--- src/rtl/dac_clk_align_pkg.sv ---
package dac_clk_align_pkg;
  localparam int MAX_RATIO = 4;
  localparam int PH_W      = $clog2(MAX_RATIO);

  typedef logic [PH_W-1:0] phase_t;

  // phase loaded while aligning: last high phase of the ratio
  function automatic phase_t ph_load(input logic quad);
    return quad ? phase_t'(1) : phase_t'(0);
  endfunction

  // phase whose closing edge raises the 1x clock
  function automatic phase_t ph_last(input logic quad);
    return quad ? phase_t'(MAX_RATIO - 1) : phase_t'(1);
  endfunction
endpackage

--- src/rtl/align_sync.sv ---
module align_sync #(
  parameter int STAGES = 2
) (
  input  logic clk_i,
  input  logic rst_ni,
  input  logic align_i,
  output logic hold_o
);
  logic             set_async;
  logic [STAGES-1:0] sh_q;

  assign set_async = align_i | ~rst_ni;

  // assert asynchronously, release through STAGES flops
  always_ff @(posedge clk_i or posedge set_async) begin
    if (set_async) sh_q <= '1;
    else           sh_q <= {sh_q[STAGES-2:0], 1'b0};
  end

  assign hold_o = sh_q[STAGES-1];
endmodule

--- src/rtl/phase_div.sv ---
module phase_div
  import dac_clk_align_pkg::*;
(
  input  logic clk_i,
  input  logic rst_ni,
  input  logic hold_i,
  input  logic quad_i,
  output logic clk1x_o,
  output logic latch_en_o
);
  phase_t ph_q, ph_d;
  logic   ph_high;

  always_comb begin
    if (hold_i)      ph_d = ph_load(quad_i);
    else if (quad_i) ph_d = ph_q + phase_t'(1);
    else             ph_d = {{(PH_W-1){1'b0}}, ~ph_q[0]};
  end

  always_ff @(posedge clk_i or negedge rst_ni) begin
    if (!rst_ni) ph_q <= '0;
    else         ph_q <= ph_d;
  end

  assign ph_high    = quad_i ? ~ph_q[PH_W-1] : ~ph_q[0];
  assign clk1x_o    = hold_i | ph_high;
  assign latch_en_o = ~hold_i & (ph_q == ph_last(quad_i));
endmodule

--- src/rtl/word_capture.sv ---
module word_capture #(
  parameter int DATA_W = 14
) (
  input  logic              clk_i,
  input  logic              rst_ni,
  input  logic              latch_en_i,
  input  logic [DATA_W-1:0] data_i,
  output logic [DATA_W-1:0] dac_o,
  output logic              dac_upd_o
);
  always_ff @(posedge clk_i or negedge rst_ni) begin
    if (!rst_ni) begin
      dac_o     <= '0;
      dac_upd_o <= 1'b0;
    end else begin
      dac_upd_o <= latch_en_i;
      if (latch_en_i) dac_o <= data_i;
    end
  end
endmodule

--- src/rtl/dac_clk_align.sv ---
module dac_clk_align #(
  parameter int DATA_W      = 14,
  parameter int SYNC_STAGES = 2
) (
  input  logic              clk_i,
  input  logic              rst_ni,
  input  logic              align_i,
  input  logic              quad_mode_i,
  input  logic [DATA_W-1:0] data_i,
  output logic              clk1x_o,
  output logic              latch_en_o,
  output logic              dac_upd_o,
  output logic [DATA_W-1:0] dac_o
);
  logic hold_q;

  align_sync #(.STAGES(SYNC_STAGES)) u_sync (
    .clk_i   (clk_i),
    .rst_ni  (rst_ni),
    .align_i (align_i),
    .hold_o  (hold_q)
  );

  phase_div u_div (
    .clk_i      (clk_i),
    .rst_ni     (rst_ni),
    .hold_i     (hold_q),
    .quad_i     (quad_mode_i),
    .clk1x_o    (clk1x_o),
    .latch_en_o (latch_en_o)
  );

  word_capture #(.DATA_W(DATA_W)) u_cap (
    .clk_i      (clk_i),
    .rst_ni     (rst_ni),
    .latch_en_i (latch_en_o),
    .data_i     (data_i),
    .dac_o      (dac_o),
    .dac_upd_o  (dac_upd_o)
  );
endmodule

--- config.mk ---
export PLATFORM = sky130hd
export DESIGN_NAME = dac_clk_align
export DESIGN_NICKNAME = d
export VERILOG_FILES = /design/src/rtl/dac_clk_align_pkg.sv /design/src/rtl/align_sync.sv /design/src/rtl/phase_div.sv /design/src/rtl/word_capture.sv /design/src/rtl/dac_clk_align.sv
export SDC_FILE = /design/constraint.sdc
export NUM_CORES = 1
export LEC_CHECK = 0
export ABC_AREA = 1
export BUFFER_PORTS_ARGS = -buffer_cell sky130_fd_sc_hd__buf_4
export CAP_MARGIN = 15
export CORE_MARGIN = 2
export CORE_UTILIZATION = 48
export CTS_CLUSTER_SIZE = 24
export DETAILED_ROUTE_END_ITERATION = 16
export GPL_TIMING_DRIVEN = 0
export HOLD_SLACK_MARGIN = 0.05
export PLACE_DENSITY = 0.79
export SLEW_MARGIN = 40
export SYNTH_ARGS = -nofsm -noshare
export SYNTH_HDL_FRONTEND = slang
export SYNTH_SLANG_ARGS = --single-unit
--- constraint.sdc ---
create_clock -name clk_i -period 2.4 [get_ports clk_i]
set_input_delay 0 -clock clk_i [delete_from_list [all_inputs] [get_ports clk_i]]
set_output_delay 0 -clock clk_i [all_outputs]
set_load 0.02 [all_outputs]
# Word level (Yosys, flattened, before mapping)
# Cells that the tools add are included.
dict set report word_totals {
  ff_bits 19
  input_bits 18
  output_inout_bits 17
  wordCells 18
}
dict set report op_classes {
  n_addsub 1
  n_eq_ne 1
  mux 5
  n_bitwise 7
}
# cell count
set ops {}
lappend ops {{$mux 2} 3}
lappend ops {{$not 1->1} 4}
lappend ops {{$add 2x1->2 const B} 1}
lappend ops {{$eq 2x2->1} 1}
lappend ops {{$mux 1} 2}
lappend ops {{$or 1x1->1} 2}
lappend ops {{$and 1x1->1} 1}

# Longest topological paths before layout
dict set report depth {
  word_depth 3
  ltp_mapped 6
  mapped_depth_nobuf 5
}

# By module
# Synthesis repeated with hierarchy kept, for this count alone.
dict set report hier_totals {
  cells_unflattened 84
  area_unflattened_um2 740.7
}
# mod n_inst cells_each area_per_inst_um2 seq_area_each_um2
set by_module_without_submodules {}
lappend by_module_without_submodules {word_capture 1 60 555.5 375.4}
lappend by_module_without_submodules {phase_div 1 19 118.9 50.0}
lappend by_module_without_submodules {align_sync 1 5 66.3 52.6}

# Least setup slack after synthesis
# Ideal clock, no wire load.
dict set report synth_path {
  path_type {register -> register}
  from {reg u_sync.sh_q[1]}
  to {reg u_cap.dac_upd_o}
  setup_time_ns 0.128
  t_arrival_ns 0.879
  required_time_ns 2.272
  setup_slack_ns 1.392
  stages_incl_launch_ff 5
  n_path_buf 1
  path_cell_list {dfstp_2 nor2_4 nand3_4 buf_6 inv_2}
}
dict set report synth_between {
  elab_chain_len 2
}
# element line
set synth_lines {}
lappend synth_lines {{start, declared} align_sync.sv:10} ;# logic [STAGES-1:0] sh_q;
lappend synth_lines {{start signal, assigned} align_sync.sv:17} ;# else sh_q <= {sh_q[STAGES-2:0], 1'b0};
lappend synth_lines {{$not 1->1} phase_div.sv:27} ;# assign latch_en_o = ~hold_i & (ph_q == ph_last(quad_i));
lappend synth_lines {{$and 1x1->1} phase_div.sv:27}
lappend synth_lines {{net latch_en_o} dac_clk_align.sv:11} ;# output logic latch_en_o,
lappend synth_lines {{end signal, assigned} word_capture.sv:16} ;# dac_upd_o <= latch_en_i;
lappend synth_lines {{end, declared} word_capture.sv:9} ;# output logic dac_upd_o
# The timed path passes the listed nets, and every way through them passes these cells.
# A chain may end at the register's enable or synchronous reset.

# Worst setup path after layout
dict set report layout_path {
  from {reg u_div.ph_q[1]}
  to {reg u_cap.dac_o[3]}
}
dict set report layout_between {
  elab_chain_len 2
}
# element line
set layout_lines {}
lappend layout_lines {{start, declared} phase_div.sv:11} ;# phase_t ph_q, ph_d;
lappend layout_lines {{start signal, assigned} phase_div.sv:22} ;# else ph_q <= ph_d;
lappend layout_lines {{$eq 2x2->1} phase_div.sv:27}
lappend layout_lines {{$and 1x1->1} phase_div.sv:27}
lappend layout_lines {{end signal, assigned} word_capture.sv:17} ;# if (latch_en_i) dac_o <= data_i;
lappend layout_lines {{end, declared} word_capture.sv:8} ;# output logic [DATA_W-1:0] dac_o,
# Every way passes these cells.

==> reports/metrics.cfg <==
[clocking]
htreeDepth = 1
postCtsSetupRepairBufs = 0
cts_tree = built
cts_made_buffers = 3
cts_root_buf = clkbuf_4
clockBufferDepth = 2
clk_pin_slew_ns = 0.12
clk_latency_ns = 0.31
cts_sinks = 19

[pwr]
power.total_uw = 896
p_leak_nw = 0.694
p_sw_frac = 0.349
p_clk_frac = 0.186
vdd_ir_drop_max_uv = 453
p_comb_frac = 0.351
internal_power_uw = 583
power_density_nw_per_um2 = 687
p_switching_uw = 313
p_seq_frac = 0.463

[worst_setup_path]
crit_type = register to register
worst_setup_path_end_kind = register
startpoint_type = register
cp_max_fo = 10
slowest_delay_ns = 0.56
r2r_cells = 5
rr_startpoint = u_div.ph_q[1]$_DFF_PN0_
r2r_slack_ns = 0.88
rr_endpoint = u_cap.dac_o[3]$_DFFE_PN0P_
crit_path_start = u_div.ph_q[1]$_DFF_PN0_
cp-endpoint = u_cap.dac_o[3]$_DFFE_PN0P_
worst-path-buf-inv = 2
crit_chain = nand2_4, buf_4, nand4_1, dlygate4sd3_1, nand2_1
cpMaxStageDelayCell = dlygate4sd3_1
cp.arrival_ns = 1.78
critPathTopFamily = buffers and inverters
required_ns = 2.66
path_depth = 5

[synth]
synth.distinct_cells = 15
syn_avg_cell_area_sq_um = 9.67
ys_ff_latch = 19
synthCells = 84
ys.warnings.count = 0
seq_area_frac_synth = 0.589
syn_nets = 102
netlist_area_sq_um = 812

[die]
fp.dieW_microns = 45.1
start_util = 0.527
dieArea_sq_um = 2040
num_io_pins = 35
core_area_sq_um = 1540
row_count = 14
dieHeight_microns = 45.1

[grt]
use_met2 = 0.469
gr-usage-all-layers = 0.266
grt_pass1_vias = 798
grt_max_degree = 19
busiest_layer = met2
grt_pass1_wl_microns = 3670
grt_use_met3 = 0.0360
grt_overflow = 0
use_met1 = 0.301
antenna_found_initial = 0

[timing]
rsz0062_at_grt = false
final-hold-violation-count = 0
finalSetupTns_ns = 0
slew_viol_final = 0
finalCritPeriodShare = 0.635
skew_ns = 0.00933
setup_violations = 0
min_period_ns = 1.52
clock.fmax_mhz = 656

[routing]
drt_iter0_drc = 23
wl_per_cell_microns = 14.9
wl_microns = 2340
ant_nets = 0
drc = 0
first_pass_iters = 4
via_count = 827
routed_via_density = 5.27

[job]
maxCapViolCount = 0

[finish]
area_growth_pct = 60.7
n_fill_cell = 82
nNetsFinal = 160
drive_above_1_share = 0.369
n_antenna_cell = 0

[placement]
globalplace.congestion = 0.758
hpwl_microns = 1300
port_buffers = 34

[hold_path]
hp-class = primary input to asynchronous set/reset pin

[run_status]
status = finished, final reports clean

## state kept, by name, summed over array words and instances, names as in the netlist
| register | cells |
|---|---|
| u_cap.dac_o | 14 |
| u_cap.dac_upd_o | 1 |
| u_div.ph_q | 2 |
| u_sync.sh_q | 2 |
## stage by stage
stage	std cells	setup slack (ns)	hold slack (ns)	utilization	area (sq um)
3_5_place_dp	134	1.28	-0.119	0.705	1090
2_1_floorplan	84	1.39	-0.296	-	812
3_3_place_gp	134	1.32	-0.120	0.705	1090
4_1_cts	157	0.873	0.0977	0.847	1310
5_1_grt	157	0.789	0.123	0.847	1310
6_report	157	0.876	0.0929	0.847	1310
## power by group through the flow
| stage | registers, mW | clock network (mW) | logic (mW) |
|---|---|---|---|
| 2_1_floorplan | 0.482 | 0 | 0.0808 |
| 3_3_place_gp | 0.416 | 0 | 0.278 |
| 3_5_place_dp | 0.416 | 0 | 0.283 |
| 4_1_cts | 0.411 | 0.168 | 0.308 |
| 5_1_grt | 0.421 | 0.176 | 0.336 |
| 6_report | 0.415 | 0.167 | 0.314 |
## synthesized netlist by cell type (all sizes together)
cell type	number	area [sq um]
dfrtp	17	425
nand2	35	146
a21oi	2	10.0
conb	1	3.75
nand3	1	17.5
nor2	3	18.8
nand4	14	87.6
dfstp	2	52.6
inv	5	18.8
buf	4	31.3
## worst min path at each step
stage	cells past startpoint	from	to
after floorplan	0	rst_ni	u_cap.dac_o[0]$_DFFE_PN0P_
after detailed placement	1	rst_ni	u_cap.dac_o[12]$_DFFE_PN0P_
after global placement	1	rst_ni	u_cap.dac_o[2]$_DFFE_PN0P_
final	2	rst_ni	u_cap.dac_o[8]$_DFFE_PN0P_
after CTS	2	rst_ni	u_cap.dac_o[2]$_DFFE_PN0P_
after global routing	2	rst_ni	u_cap.dac_o[3]$_DFFE_PN0P_
## timing repair
action | in CTS | in global routing
hold buffers | 19 | 0
endpoints found under the hold margin | 35 | 0
resized for setup | 0 | 0
## cell usage in the layout, fill, tap and decap left out
cell type      synthesis  routed
buf_4                  2      36
nand2_1               33      33
dlygate4sd3_1          0      19
dfrtp_1               17      17
nand4_1               14      14
inv_2                  4       4
clkbuf_4               0       3
a21oi_1                2       2
nand2_4                2       2
nor2_1                 2       2
dfstp_2                2       2
nor2_4                 1       1
nand3_4                1       1
buf_6                  1       1
buf_2                  1       1
inv_1                  1       1
clkinv_2               0       1
conb_1                 1       1
## worst register-to-register path, delay by kind of cell (launching register included)
kind          cells  cell delay, ns
buf+inv           2            0.74
flops             1            0.45
simple gates      3            0.27
## kinds of logic after synthesis
group,share of synthesized area
DFF,0.589
buffers and inverters,0.0616
other,0.00462
AOI/OAI and AO/OA,0.0123
and+or+nand+nor,0.333
## final cells by class
class	instances	area (sq um)	share of cell area
sequential	19	478	0.366
timing repair buffer	53	445	0.341
multi-input combinational	56	284	0.218
buffer	4	31.3	0.0240
clock buffer	3	22.5	0.0173
tap	16	20.0	0.0153
inverter	5	18.8	0.0144
clock inverter	1	5.00	0.00384
## layer usage
layer,share of wire,vias to the layer above
met3,0.056,11
met2,0.52,39
met4,0.041,0
li1,-,392
met5,0,-
met1,0.38,385
Power figures use the tool's default switching activity.
